`src/rtl/vtrig_pkg.sv`:
```
package vtrig_pkg;

    localparam int NUM_KEYS   = 5;
    localparam int CFG_W      = 6;
    localparam int SENT_W     = 5;
    localparam int MAX_SENT   = 32;
    localparam int CNT_W      = 6;
    localparam int LFSR_W     = 8;
    localparam int FAST_TICKS = 1;
    localparam int SLOW_TICKS = 96;

    typedef struct packed {
        logic keep_fast;
        logic loop_en;
        logic slow_db;
        logic retrig;
        logic hold;
        logic edge_m;
    } key_cfg_t;

    typedef enum logic [1:0] {
        SEL_FIXED = 2'd0,
        SEL_ALL   = 2'd1,
        SEL_NEXT  = 2'd2,
        SEL_RAND  = 2'd3
    } sel_mode_e;

    // Busy forces slow debounce and retrigger on keys that allow it.
    function automatic key_cfg_t apply_force(key_cfg_t c, logic busy);
        key_cfg_t r;
        r = c;
        if (!c.keep_fast && busy) begin
            r.slow_db = 1'b1;
            r.retrig  = 1'b1;
        end
        return r;
    endfunction

    function automatic logic [CNT_W-1:0] count_floor(logic [CNT_W-1:0] n);
        if (n == '0)
            return CNT_W'(1);
        else if (n > CNT_W'(MAX_SENT))
            return CNT_W'(MAX_SENT);
        else
            return n;
    endfunction

    function automatic logic [LFSR_W-1:0] lfsr_step(logic [LFSR_W-1:0] s);
        return {s[6:0], s[7] ^ s[5] ^ s[4] ^ s[3]};
    endfunction

endpackage

```
`src/rtl/vtrig_debounce.sv`:
```
module vtrig_debounce #(
    parameter int FAST_TICKS = 1,
    parameter int SLOW_TICKS = 96
) (
    input  logic clk,
    input  logic rst,
    input  logic tick,
    input  logic raw,
    input  logic slow_sel,
    output logic lvl,
    output logic rise,
    output logic fall
);
    localparam int CW = $clog2(SLOW_TICKS + 1);

    logic          sync1_q, sync2_q;
    logic          lvl_q, lvl_d_q;
    logic [CW-1:0] run_q;
    logic [CW-1:0] run_inc;
    logic [CW-1:0] limit;

    assign run_inc = run_q + 1'b1;
    assign limit   = slow_sel ? CW'(SLOW_TICKS) : CW'(FAST_TICKS);

    always_ff @(posedge clk) begin
        if (rst) begin
            sync1_q <= 1'b0;
            sync2_q <= 1'b0;
            lvl_q   <= 1'b0;
            lvl_d_q <= 1'b0;
            run_q   <= '0;
        end else begin
            sync1_q <= raw;
            sync2_q <= sync1_q;
            lvl_d_q <= lvl_q;
            if (tick) begin
                if (sync2_q != lvl_q) begin
                    if (run_inc >= limit) begin
                        lvl_q <= sync2_q;
                        run_q <= '0;
                    end else begin
                        run_q <= run_inc;
                    end
                end else begin
                    run_q <= '0;
                end
            end
        end
    end

    assign lvl  = lvl_q;
    assign rise = lvl_q & ~lvl_d_q;
    assign fall = ~lvl_q & lvl_d_q;

endmodule

```
`src/rtl/vtrig_prio.sv`:
```
module vtrig_prio #(
    parameter int N = 5,
    localparam int IW = $clog2(N)
) (
    input  logic [N-1:0]  req,
    output logic          vld,
    output logic [IW-1:0] idx
);
    // Highest set bit wins.
    always_comb begin
        vld = 1'b0;
        idx = '0;
        for (int i = 0; i < N; i++) begin
            if (req[i]) begin
                vld = 1'b1;
                idx = IW'(i);
            end
        end
    end

endmodule

```
`src/rtl/vtrig_keysel.sv`:
```
module vtrig_keysel
    import vtrig_pkg::*;
(
    input  logic              clk,
    input  logic              rst,
    input  sel_mode_e         mode,
    input  logic [CNT_W-1:0]  count,
    input  logic [SENT_W-1:0] fixed_idx,
    input  logic              adv,
    output logic [SENT_W-1:0] sel_idx
);
    logic [SENT_W-1:0] nxt_q;
    logic [LFSR_W-1:0] lfsr_q;
    logic [CNT_W-1:0]  n_eff;
    logic [CNT_W-1:0]  nxt_wide;
    logic [CNT_W-1:0]  nxt_p1;
    logic [LFSR_W-1:0] rem;
    logic [SENT_W-1:0] nxt_use;

    assign n_eff    = count_floor(count);
    assign nxt_wide = CNT_W'(nxt_q);
    assign nxt_use  = (nxt_wide >= n_eff) ? '0 : nxt_q;
    assign nxt_p1   = CNT_W'(nxt_use) + 1'b1;
    assign rem      = lfsr_q % LFSR_W'(n_eff);

    always_comb begin
        unique case (mode)
            SEL_FIXED: sel_idx = fixed_idx;
            SEL_ALL:   sel_idx = '0;
            SEL_NEXT:  sel_idx = nxt_use;
            SEL_RAND:  sel_idx = SENT_W'(rem);
            default:   sel_idx = fixed_idx;
        endcase
    end

    always_ff @(posedge clk) begin
        if (rst) begin
            nxt_q  <= '0;
            lfsr_q <= LFSR_W'(1);
        end else if (adv) begin
            if (mode == SEL_NEXT)
                nxt_q <= (nxt_p1 >= n_eff) ? '0 : SENT_W'(nxt_p1);
            if (mode == SEL_RAND)
                lfsr_q <= lfsr_step(lfsr_q);
        end
    end

endmodule

```
`src/rtl/vtrig_ctrl.sv`:
```
module vtrig_ctrl
    import vtrig_pkg::*;
#(
    parameter int KEYS     = NUM_KEYS,
    parameter int FAST_CNT = FAST_TICKS,
    parameter int SLOW_CNT = SLOW_TICKS,
    localparam int IW      = $clog2(KEYS)
) (
    input  logic                     clk,
    input  logic                     rst,
    input  logic                     smp_tick,
    input  logic [KEYS-1:0]          key_raw,
    input  logic [KEYS*CFG_W-1:0]    key_cfg,
    input  logic [KEYS*SENT_W-1:0]   sent_map,
    input  logic [1:0]               sel_mode,
    input  logic [CNT_W-1:0]         sent_count,
    input  logic                     last_key_pri,
    input  logic                     eng_busy,
    input  logic                     eng_done,
    output logic                     play_req,
    output logic [SENT_W-1:0]        play_idx,
    output logic                     stop_req
);
    key_cfg_t          cfg_a [KEYS];
    key_cfg_t          eff_a [KEYS];
    logic [SENT_W-1:0] map_a [KEYS];
    logic [KEYS-1:0]   lvl, rise, fall, cand;

    logic              act_q, act_n;
    logic [IW-1:0]     own_q, own_n;
    logic [SENT_W-1:0] cur_q, cur_n;
    logic              play_q, play_n;
    logic              stop_q, stop_n;

    logic              win_vld;
    logic [IW-1:0]     win_idx;
    logic [SENT_W-1:0] key_idx;
    sel_mode_e         mode;

    assign mode = sel_mode_e'(sel_mode);

    for (genvar g = 0; g < KEYS; g++) begin : g_key
        assign cfg_a[g] = key_cfg_t'(key_cfg[g*CFG_W +: CFG_W]);
        assign eff_a[g] = apply_force(cfg_a[g], eng_busy);
        assign map_a[g] = sent_map[g*SENT_W +: SENT_W];

        vtrig_debounce #(
            .FAST_TICKS (FAST_CNT),
            .SLOW_TICKS (SLOW_CNT)
        ) u_db (
            .clk      (clk),
            .rst      (rst),
            .tick     (smp_tick),
            .raw      (key_raw[g]),
            .slow_sel (eff_a[g].slow_db),
            .lvl      (lvl[g]),
            .rise     (rise[g]),
            .fall     (fall[g])
        );

        // Own key restarts only when retriggering; others only under last-key priority.
        assign cand[g] = rise[g] &
                         (~act_q | ((IW'(g) == own_q) ? eff_a[g].retrig : last_key_pri));
    end

    vtrig_prio #(.N(KEYS)) u_prio (
        .req (cand),
        .vld (win_vld),
        .idx (win_idx)
    );

    vtrig_keysel u_sel (
        .clk       (clk),
        .rst       (rst),
        .mode      (mode),
        .count     (sent_count),
        .fixed_idx (map_a[0]),
        .adv       (win_vld && (win_idx == '0)),
        .sel_idx   (key_idx)
    );

    key_cfg_t          own_cfg;
    logic              own_lvl, own_fall, is_all;
    logic [CNT_W-1:0]  n_eff, cur_p1;
    logic [SENT_W-1:0] rep_idx;

    assign own_cfg  = cfg_a[own_q];
    assign own_lvl  = lvl[own_q];
    assign own_fall = fall[own_q];
    assign n_eff    = count_floor(sent_count);
    assign cur_p1   = CNT_W'(cur_q) + 1'b1;
    assign is_all   = (own_q == '0) && (mode == SEL_ALL);
    assign rep_idx  = is_all ? '0 : cur_q;

    always_comb begin
        act_n  = act_q;
        own_n  = own_q;
        cur_n  = cur_q;
        play_n = 1'b0;
        stop_n = 1'b0;
        if (win_vld) begin
            act_n  = 1'b1;
            own_n  = win_idx;
            cur_n  = (win_idx == '0) ? key_idx : map_a[win_idx];
            play_n = 1'b1;
        end else if (act_q && own_fall && own_cfg.hold) begin
            act_n  = 1'b0;
            stop_n = 1'b1;
        end else if (act_q && eng_done) begin
            if (is_all && (cur_p1 < n_eff)) begin
                cur_n  = SENT_W'(cur_p1);
                play_n = 1'b1;
            end else if (own_cfg.loop_en && !(own_cfg.hold && !own_lvl)) begin
                cur_n  = rep_idx;
                play_n = 1'b1;
            end else if (!own_cfg.edge_m && own_lvl) begin
                cur_n  = rep_idx;
                play_n = 1'b1;
            end else begin
                act_n = 1'b0;
            end
        end
    end

    always_ff @(posedge clk) begin
        if (rst) begin
            act_q  <= 1'b0;
            own_q  <= '0;
            cur_q  <= '0;
            play_q <= 1'b0;
            stop_q <= 1'b0;
        end else begin
            act_q  <= act_n;
            own_q  <= own_n;
            cur_q  <= cur_n;
            play_q <= play_n;
            stop_q <= stop_n;
        end
    end

    assign play_req = play_q;
    assign play_idx = cur_q;
    assign stop_req = stop_q;

endmodule

```
`config.mk`:
```
export PLATFORM = sky130hd
export DESIGN_NAME = vtrig_ctrl
export DESIGN_NICKNAME = d
export VERILOG_FILES = /design/src/rtl/vtrig_pkg.sv /design/src/rtl/vtrig_debounce.sv /design/src/rtl/vtrig_prio.sv /design/src/rtl/vtrig_keysel.sv /design/src/rtl/vtrig_ctrl.sv
export SDC_FILE = /design/constraint.sdc
export NUM_CORES = 1
export LEC_CHECK = 0
export BUFFER_PORTS_ARGS = -buffer_cell sky130_fd_sc_hd__buf_2
export CORE_ASPECT_RATIO = 1.75
export CORE_MARGIN = 4
export CORE_UTILIZATION = 35
export CTS_CLUSTER_SIZE = 24
export DETAILED_ROUTE_END_ITERATION = 8
export GPL_TIMING_DRIVEN = 0
export SLEW_MARGIN = 30
export SYNTH_ARGS = -nofsm -noshare
export SYNTH_HDL_FRONTEND = slang
export SYNTH_SLANG_ARGS = --single-unit
```
`constraint.sdc`:
```
create_clock -name clk -period 30 [get_ports clk]
set_input_delay 3 -clock clk [delete_from_list [all_inputs] [get_ports clk]]
set_output_delay 3 -clock clk [all_outputs]
set_load 0.03 [all_outputs]
```
==> out/results.txt, run 1 <==
Via density: 5.61
CTS Buf Count: 9
slowest stage cell, crit path: or4b_1
worst hold path class: flop to flop
post-synthesis async set-or-reset flop share: 0%
startpoint types: input port
CTS H-tree depth: 3
I/O pin total: 81
design area: 7810 um^2
top cells by area, synth: dfxtp_1 (23%), ha_1 (13%), nor2_1 (6.0%), a21oi_1 (4.7%), o21ai_0 (3.2%)
Routed WL: 20900 um
Yosys warning count: 0
Period minus WS final: 15.29 ns
Slew Viols, Final: 0
RSZ-0062 raised after global routing: no
Final ANT Viol Nets: 0
fraction of layout instances using a drive strength above 1: 15.4%
worst skew pair latency: 0.35 ns
Routed WL per cell: 17.6 um
Final Net Count: 1088
top cell type's share of synthesized area: 23.1%
first-pass GRT wire length: 32900 um
hold buffer count at CTS: 0
post-synthesis area per instance: 8.01 um^2
Hold Path Depth: 1
VDD IR max: 26.4 uV
slowest stage delay, CP: 0.47 ns
period utilization: 51.0%
Hold Fails Final Rpt: 0
initial antenna violation count: 5
1st-pass router iterations: 5
Mapped Area: 6840 um^2
Core Util, Final: 40.7%
Final GP Congestion: 0.858
Post-Syn Nets: 1000
starting density of the core: 35.6%
root buf cell: clkbuf_16
Site Rows: 67
Congestion Overflow GR: 0
clock-pin slew on the worst setup and hold paths: 0.06 ns
Synth top cells by count: nor2_1 (109), dfxtp_1 (79), ha_1 (72)
HPWL after detailed placement: 16900 um
number of flops mapped to enable cells by yosys: 0
Core Footprint: 19200 um^2
Arr. time, crit path: 15.53 ns
worst-path fanout max: 7
Setup TNS: 0 ns
Max clock buf depth: 2
main flop type after synthesis: dfxtp_1
clk_skew: 0.00954 ns
sequential element share of the synthesized area: 23.1%
die width: 114 um
area delta synth->final: 14.3%
worst reg2reg path depth: 48
f_max: 65.4 MHz
vias in the first global route: 6543
PwrDens: 41.8 nW/um^2
number of distinct library cells after synthesis: 85
Clock Sinks: 79
Die Y: 193 um
dpl cells: 1171
WP buf/inv: 4
largest net degree at the start of global routing: 14
Setup Fix Bufs, Post-CTS: 0
Cell Count, Final, Fillers Out: 1187
CP most frequent cell: ha_1
final setup violation count: 0
Synth area leader: dfxtp_1
initial drt markers: 327
crit-path leading delay family: compound AO/OA/AOI/OAI gates
Die ar.: 21900 um^2
Max-Cap Viols: 0
worst path required time: 30.24 ns
DRC Markers: 0
actual slew at the worst max-slew pin: 0.903 ns
status: completed
critical path depth: 53
Lkg Pwr: 0.00334 uW
most common cell in the netlist: nor2_1
post_cts resized: 0
Buffers on Ports: 77
critical path class: input port to flop
CP Capture Type: flop
Placement Cell Area: 7520 um^2
worst slew margin relative to its limit: 39.8%
cells after synthesis: 853
Fillers: 2015
Seq cells post-synth: 79
GRT Util Overall: 19.1%
CTS tree: done
DR vias: 6657
-- worst reg2reg max path, delay by kind of cell, from the launching register on --
kind,cells,cell delay (ns)
compound gates,25,5.35
fa+ha+maj,8,2.67
simple gates,11,2.09
mux,2,0.73
flops,1,0.45
buf+inv,2,0.27
-- report_power, final --
part           internal, uW  total [uW]  switching (uW)
registers               106         108            1.57
logic                  51.1         116            64.8
clock network          57.8         103            45.2
total                   215         327             112
-- metal layers --
metal,global-route usage (%),share of wire (%)
met1,19.3,37
met2,36.8,54
met3,2.89,4.3
met4,10.2,4.8
met5,0,0.16
-- state kept, by name, summed over array words and instances, names as in the netlist --
register	count
g_key.u_db.lvl_d_q	5
g_key.u_db.sync1_q	5
g_key.u_db.run_q	35
act_q	1
g_key.u_db.lvl	5
stop_req	1
own_q	3
play_req	1
u_sel.nxt_q	5
play_idx	5
u_sel.lfsr_q	8
g_key.u_db.sync2_q	5
-- cell families (layout without fill, tap and decap cells) --
kind of cell               after synthesis  in the layout  share of synthesized area (%)
and+or+nand+nor                        319            319                           23.8
AOI/OAI and AO/OA                      248            248                           25.7
DFF                                     79             79                           23.1
adders and majority gates               73             73                           13.5
buffers and inverters                   67            159                           3.92
muxes                                   35             35                           5.93
xor gates and xnor gates                32             32                           4.10
other                                    0              1                              0
-- through the flow --
step                      hold WS (ns)  setup slack [ns]  power (uW)
after floorplan                  0.414             16.30         197
after global placement           0.416             14.42         224
after detailed placement         0.429             14.28         226
after CTS                        0.442             14.63         329
after global routing             0.452             13.62         347
final                            0.442             14.71         327
-- layout by cell type, fill, tap and decap left out, types with 15 or more instances in the layout --
cell type / n
nor2_1: 109
buf_2: 84
dfxtp_1: 79
ha_1: 72
a21oi_1: 64
nand2_1: 51
o21ai_0: 44
inv_1: 33
nor2b_1: 31
nand3_1: 26
clkbuf_1: 24
xnor2_1: 23
a22oi_1: 19
mux2i_1: 18
and3_1: 15
-- worst paths after layout --
kind	from	end	slack [ns]
setup / recovery	sent_count[1]	play_idx[0]	14.71
hold / removal	g_key[4].u_db.sync1_q	g_key[4].u_db.sync2_q	0.44
setup reg to reg	u_sel.lfsr_q[7]	play_idx[0]	18.37
hold reg to reg	g_key[4].u_db.sync1_q	g_key[4].u_db.sync2_q	0.44
-- final cells by class --
class / count / area, um^2 / share of cell area [%]
Buffer: 32 / 136 / 1.75
Clock inverter: 5 / 33.8 / 0.433
Inverter: 35 / 131 / 1.68
Antenna cell: 1 / 2.50 / 0.0320
Tap cell: 241 / 302 / 3.86
Timing Repair Buffer: 77 / 385 / 4.93
Sequential cell: 79 / 1580 / 20.2
Multi-Input combinational cell: 707 / 5000 / 64.0
Clock buffer: 10 / 239 / 3.06
(Power assumes the default switching activity.)
==> run 2: changes to the inputs <==
==> constraint.sdc (replaced) <==
create_clock -name clk -period 12.3 [get_ports clk]
set_input_delay 1.23 -clock clk [delete_from_list [all_inputs] [get_ports clk]]
set_output_delay 1.23 -clock clk [all_outputs]
set_load 0.03 [all_outputs]
==> out/results.txt, run 2 (synthesis gave the netlist of run 1 again) <==
CP Capture Type: flop
worst-path fanout max: 7
Hold Path Depth: 1
final setup violation count: 0
leading cell type in the layout, fill and taps excluded: nor2_1
first-pass GRT wire length: 33100 um
total chip power: 846 uW
Placement Cell Area: 7520 um^2
Max clock buf depth: 2
actual slew at the worst max-slew pin: 0.904 ns
fraction of layout instances using a drive strength above 1: 19.9%
Routed WL: 21300 um
slowest stage delay, CP: 0.52 ns
Top Registers: g_key.u_db.run_q (35), u_sel.lfsr_q (8)
Congestion Overflow GR: 0
Slew Viols, Final: 0
WP buf/inv: 3
VDD IR max: 65.5 uV
initial drt markers: 343
CTS Buf Count: 9
Die ar.: 21900 um^2
1st-pass router iterations: 5
Final Net Count: 1106
period utilization: 96.2%
CP most frequent cell: ha_1
clk_skew: 0.00818 ns
Setup TNS: 0 ns
multi-input logic area: 5180 um^2
f_max: 84.5 MHz
Final ANT Viol Nets: 0
Period minus WS final: 11.84 ns
largest net degree at the start of global routing: 14
worst skew pair latency: 0.35 ns
PwrDens: 104 nW/um^2
Buffers on Ports: 77
slowest stage cell, crit path: or4_4
vias in the first global route: 6596
worst path required time: 12.54 ns
clock-pin slew on the worst setup and hold paths: 0.06 ns
HPWL after detailed placement: 16900 um
I/O pin total: 81
Largest register FFs: 35
Via density: 5.58
critical path depth: 49
Setup WS post-layout: 0.465 ns
startpoint types: input port
crit-path leading delay family: compound AO/OA/AOI/OAI gates
DR vias: 6741
DRC Markers: 0
Hold Fails Final Rpt: 0
worst reg2reg path depth: 44
status: completed
worst hold path class: flop to flop
GRT Util Overall: 19.2%
Clock Sinks: 79
Biggest register: g_key.u_db.run_q
initial antenna violation count: 4
most frequent cells in the layout: nor2_1 (105), buf_2 (84), dfxtp_1 (79)
area occupied by registers: 1580 um^2
worst slack at placement: -1.65 ns
area delta synth->final: 19.0%
Fillers: 1988
worst slew margin relative to its limit: 39.8%
Fin Hold WS: 0.441 ns
CTS H-tree depth: 3
Site Rows: 67
root buf cell: clkbuf_16
hold buffer count at CTS: 0
Arr. time, crit path: 12.08 ns
starting density of the core: 35.6%
Core Footprint: 19200 um^2
Final GP Congestion: 0.858
design area: 8130 um^2
die width: 114 um
Routed WL per cell: 17.7 um
critical path class: input port to flop
CTS tree: done
Lkg Pwr: 0.00345 uW
Die Y: 193 um
Max-Cap Viols: 0
[run 2: routing by layer]
metal  share of wire (%)  global-route usage, %  vias to the layer above  wire length [um]
met4                 4.7                   10.3                        6              1010
li1                    -                      -                     3370                 -
met3                 4.3                   2.89                       63               913
met1                  36                   19.3                     3147              7760
met5                0.11                      0                        -                23
met2                  54                   37.2                      155             11600
[run 2: layout make-up]
type                       count  area share, %
multi-input combinational    707           63.7
sequential                    79           19.4
timing repair buffer          95           6.40
tap                          241           3.71
clock buffer                  10           2.94
buffer                        32           1.68
inverter                      35           1.66
clock inverter                 5          0.415
antenna                        3         0.0923
[run 2: report_power, final]
group	switching (uW)	leakage, uW	internal (uW)
sequential	3.80	0.000639	259
combinational	174	0.00268	159
clock	110	0.000131	141
[run 2: timing repair]
item | CTS | global route
setup endpoints to repair | 5 | 5
pin swaps | 4 | 14
gates cloned | 0 | 0
resized for setup | 11 | 23
endpoints found under the hold margin | 0 | 0
buffers inserted | 8 | 10
[run 2: through the flow]
stage | utilization (%) | instances
after CTS | 41.1 | 1194
after detailed placement | 39.2 | 1171
after global placement | 39.2 | 1171
after floorplan | - | 853
after global routing | 42.3 | 1205
final | 42.4 | 1207
[run 2: final timing paths]
check | slack [ns] | start | endpoint
min | 0.44 | g_key[4].u_db.sync1_q | g_key[4].u_db.sync2_q
max | 0.46 | sent_count[1] | play_idx[0]
min reg2reg | 0.44 | g_key[4].u_db.sync1_q | g_key[4].u_db.sync2_q
max reg2reg | 1.72 | u_sel.lfsr_q[7] | play_idx[0]
[run 2: worst register-to-register path, delay by kind of cell, from the launching register on]
kind                     cells  cell delay [ns]
AND/OR/NAND/NOR              9             2.10
AO/OA/AOI/OAI               23             4.46
buffers and inverters        1             0.14
multiplexers                 3             0.99
adder cells (fa/ha/maj)      8             2.31
flip-flops                   1             0.45
==> run 3: changes to the inputs <==
--- a/config.mk
+++ b/config.mk
@@ -12,6 +12,7 @@
 export CTS_CLUSTER_SIZE = 24
 export DETAILED_ROUTE_END_ITERATION = 8
 export GPL_TIMING_DRIVEN = 0
+export REMOVE_ABC_BUFFERS = 1
 export SLEW_MARGIN = 30
 export SYNTH_ARGS = -nofsm -noshare
 export SYNTH_HDL_FRONTEND = slang
==> out/results.txt, run 3 (synthesis gave the netlist of run 1 again) <==
initial antenna violation count: 1
period utilization: 95.7%
min-delay src: g_key[0].u_db.sync1_q
Fillers: 1964
clk_skew: 0.0117 ns
startpoint types: input port
area delta synth->final: 19.0%
Via density: 5.59
Max clock buf depth: 2
clock-pin slew on the worst setup and hold paths: 0.06 ns
r2r startpoint: u_sel.lfsr_q[7]
Setup TNS: 0 ns
CP most frequent cell: ha_1
Die ar.: 21900 um^2
slowest stage delay, CP: 0.52 ns
worst setup path start: sent_count[4]
HPWL after detailed placement: 15400 um
Biggest register: g_key.u_db.run_q
starting density of the core: 35.6%
Final ANT Viol Nets: 0
worst-path fanout max: 7
critical path class: input port to flop
Lkg Pwr: 0.00345 uW
f_max: 85.0 MHz
die width: 114 um
fraction of layout instances using a drive strength above 1: 20.8%
most frequent cells in the layout: nor2_1 (105), dfxtp_1 (79), buf_2 (79)
GRT Util Overall: 18.0%
Slew Viols, Final: 0
CTS H-tree depth: 3
Die Y: 193 um
Hold Path Depth: 1
CP Capture Type: flop
r2r setup slk: 1.81 ns
area occupied by registers: 1580 um^2
slowest stage cell, crit path: or4_4
status: completed
DRC Markers: 0
Routed WL per cell: 17.0 um
root buf cell: clkbuf_16
Clock Sinks: 79
Worst Hold Path EP: g_key[0].u_db.sync2_q
DR vias: 6596
Routed WL: 20100 um
Period minus WS final: 11.76 ns
Max-Cap Viols: 0
Top Registers: g_key.u_db.run_q (35), u_sel.lfsr_q (8)
hold buffer count at CTS: 0
Core Footprint: 19200 um^2
worst slack at placement: -1.80 ns
Final Net Count: 1081
total chip power: 893 uW
1st-pass router iterations: 5
multi-input logic area: 5220 um^2
Arr. time, crit path: 12.01 ns
largest net degree at the start of global routing: 55
Congestion Overflow GR: 0
worst slew margin relative to its limit: 32.2%
PwrDens: 110 nW/um^2
worst path required time: 12.54 ns
first-pass GRT wire length: 31600 um
I/O pin total: 81
initial drt markers: 354
Placement Cell Area: 7440 um^2
worst hold path class: flop to flop
Largest register FFs: 35
worst skew pair latency: 0.35 ns
actual slew at the worst max-slew pin: 1.00 ns
VDD IR max: 71.2 uV
Final GP Congestion: 0.864
CTS tree: done
ANT cells: 0
Buffers on Ports: 80
dpl cells: 1143
worst reg2reg path depth: 47
Setup WS post-layout: 0.535 ns
Cell Count, Final, Fillers Out: 1180
reg2reg end: play_idx[0]
Site Rows: 67
design area: 8130 um^2
final setup violation count: 0
CTS Buf Count: 9
vias in the first global route: 6434
leading cell type in the layout, fill and taps excluded: nor2_1
Hold Fails Final Rpt: 0
==> run 3: cell types whose count changed in the layout (fill, tap and decap cells not counted), sizes merged <==
cell	previous run	this run
buf	103	102
bufinv	0	2
clkbuf	34	11
clkinv	2	1
clkinvlp	3	1
diode	3	0
inv	35	36
==> run 3: repair_timing <==
| action | 4_1_cts | 5_1_grt |
|---|---|---|
| resized for setup | 16 | 26 |
| endpoints found under the setup margin | 5 | 5 |
| setup buffers | 5 | 16 |
| pin swaps | 3 | 13 |
==> run 3: metrics by stage <==
stage,utilization [%],hold WS [ns]
after global routing,42.4,0.455
after global placement,38.6,0.430
after CTS,40.9,0.446
after detailed placement,38.8,0.430
after floorplan,-,0.414
final,42.4,0.438
==> run 3: layout make-up <==
| class | count | area share (%) |
|---|---|---|
| Clock inverter | 5 | 1.00 |
| Sequential cell | 79 | 19.4 |
| Timing Repair Buffer | 102 | 7.23 |
| Tap cell | 241 | 3.71 |
| Multi-Input combinational cell | 707 | 64.1 |
| Inverter | 35 | 1.62 |
| Clock buffer | 11 | 2.86 |
==> run 3: per-layer routing <==
| metal | vias to the layer above | part of all wire, % | GRT usage [%] |
|---|---|---|---|
| li1 | 3307 | - | - |
| met1 | 3103 | 38 | 19.0 |
| met2 | 144 | 53 | 34.2 |
| met3 | 40 | 4.2 | 2.51 |
| met4 | 2 | 3.8 | 8.61 |
| met5 | - | 0.065 | 0 |
==> run 3: power by group <==
part / switching [uW] / internal (uW)
clock: 111 / 178
sequential: 4.74 / 259
combinational: 176 / 162
total: 292 / 600
==> run 3: worst max path at each step <==
stage	endpoint	slack (ns)	cells after the start
4_1_cts	play_idx[0]	0.05	52
6_report	play_idx[0]	0.54	52
2_1_floorplan	play_idx[0]	0.37	52
5_1_grt	play_idx[0]	-0.04	55
3_5_place_dp	play_idx[0]	-1.80	52
3_3_place_gp	play_idx[0]	-1.70	52
==> run 3: worst max-delay path, delay by kind of cell <==
family                   cells  cell delay (ns)
AO/OA/AOI/OAI               20             4.08
adder cells (fa/ha/maj)      8             2.19
buffers and inverters        7             0.87
multiplexers                 2             0.49
AND/OR/NAND/NOR             15             3.12
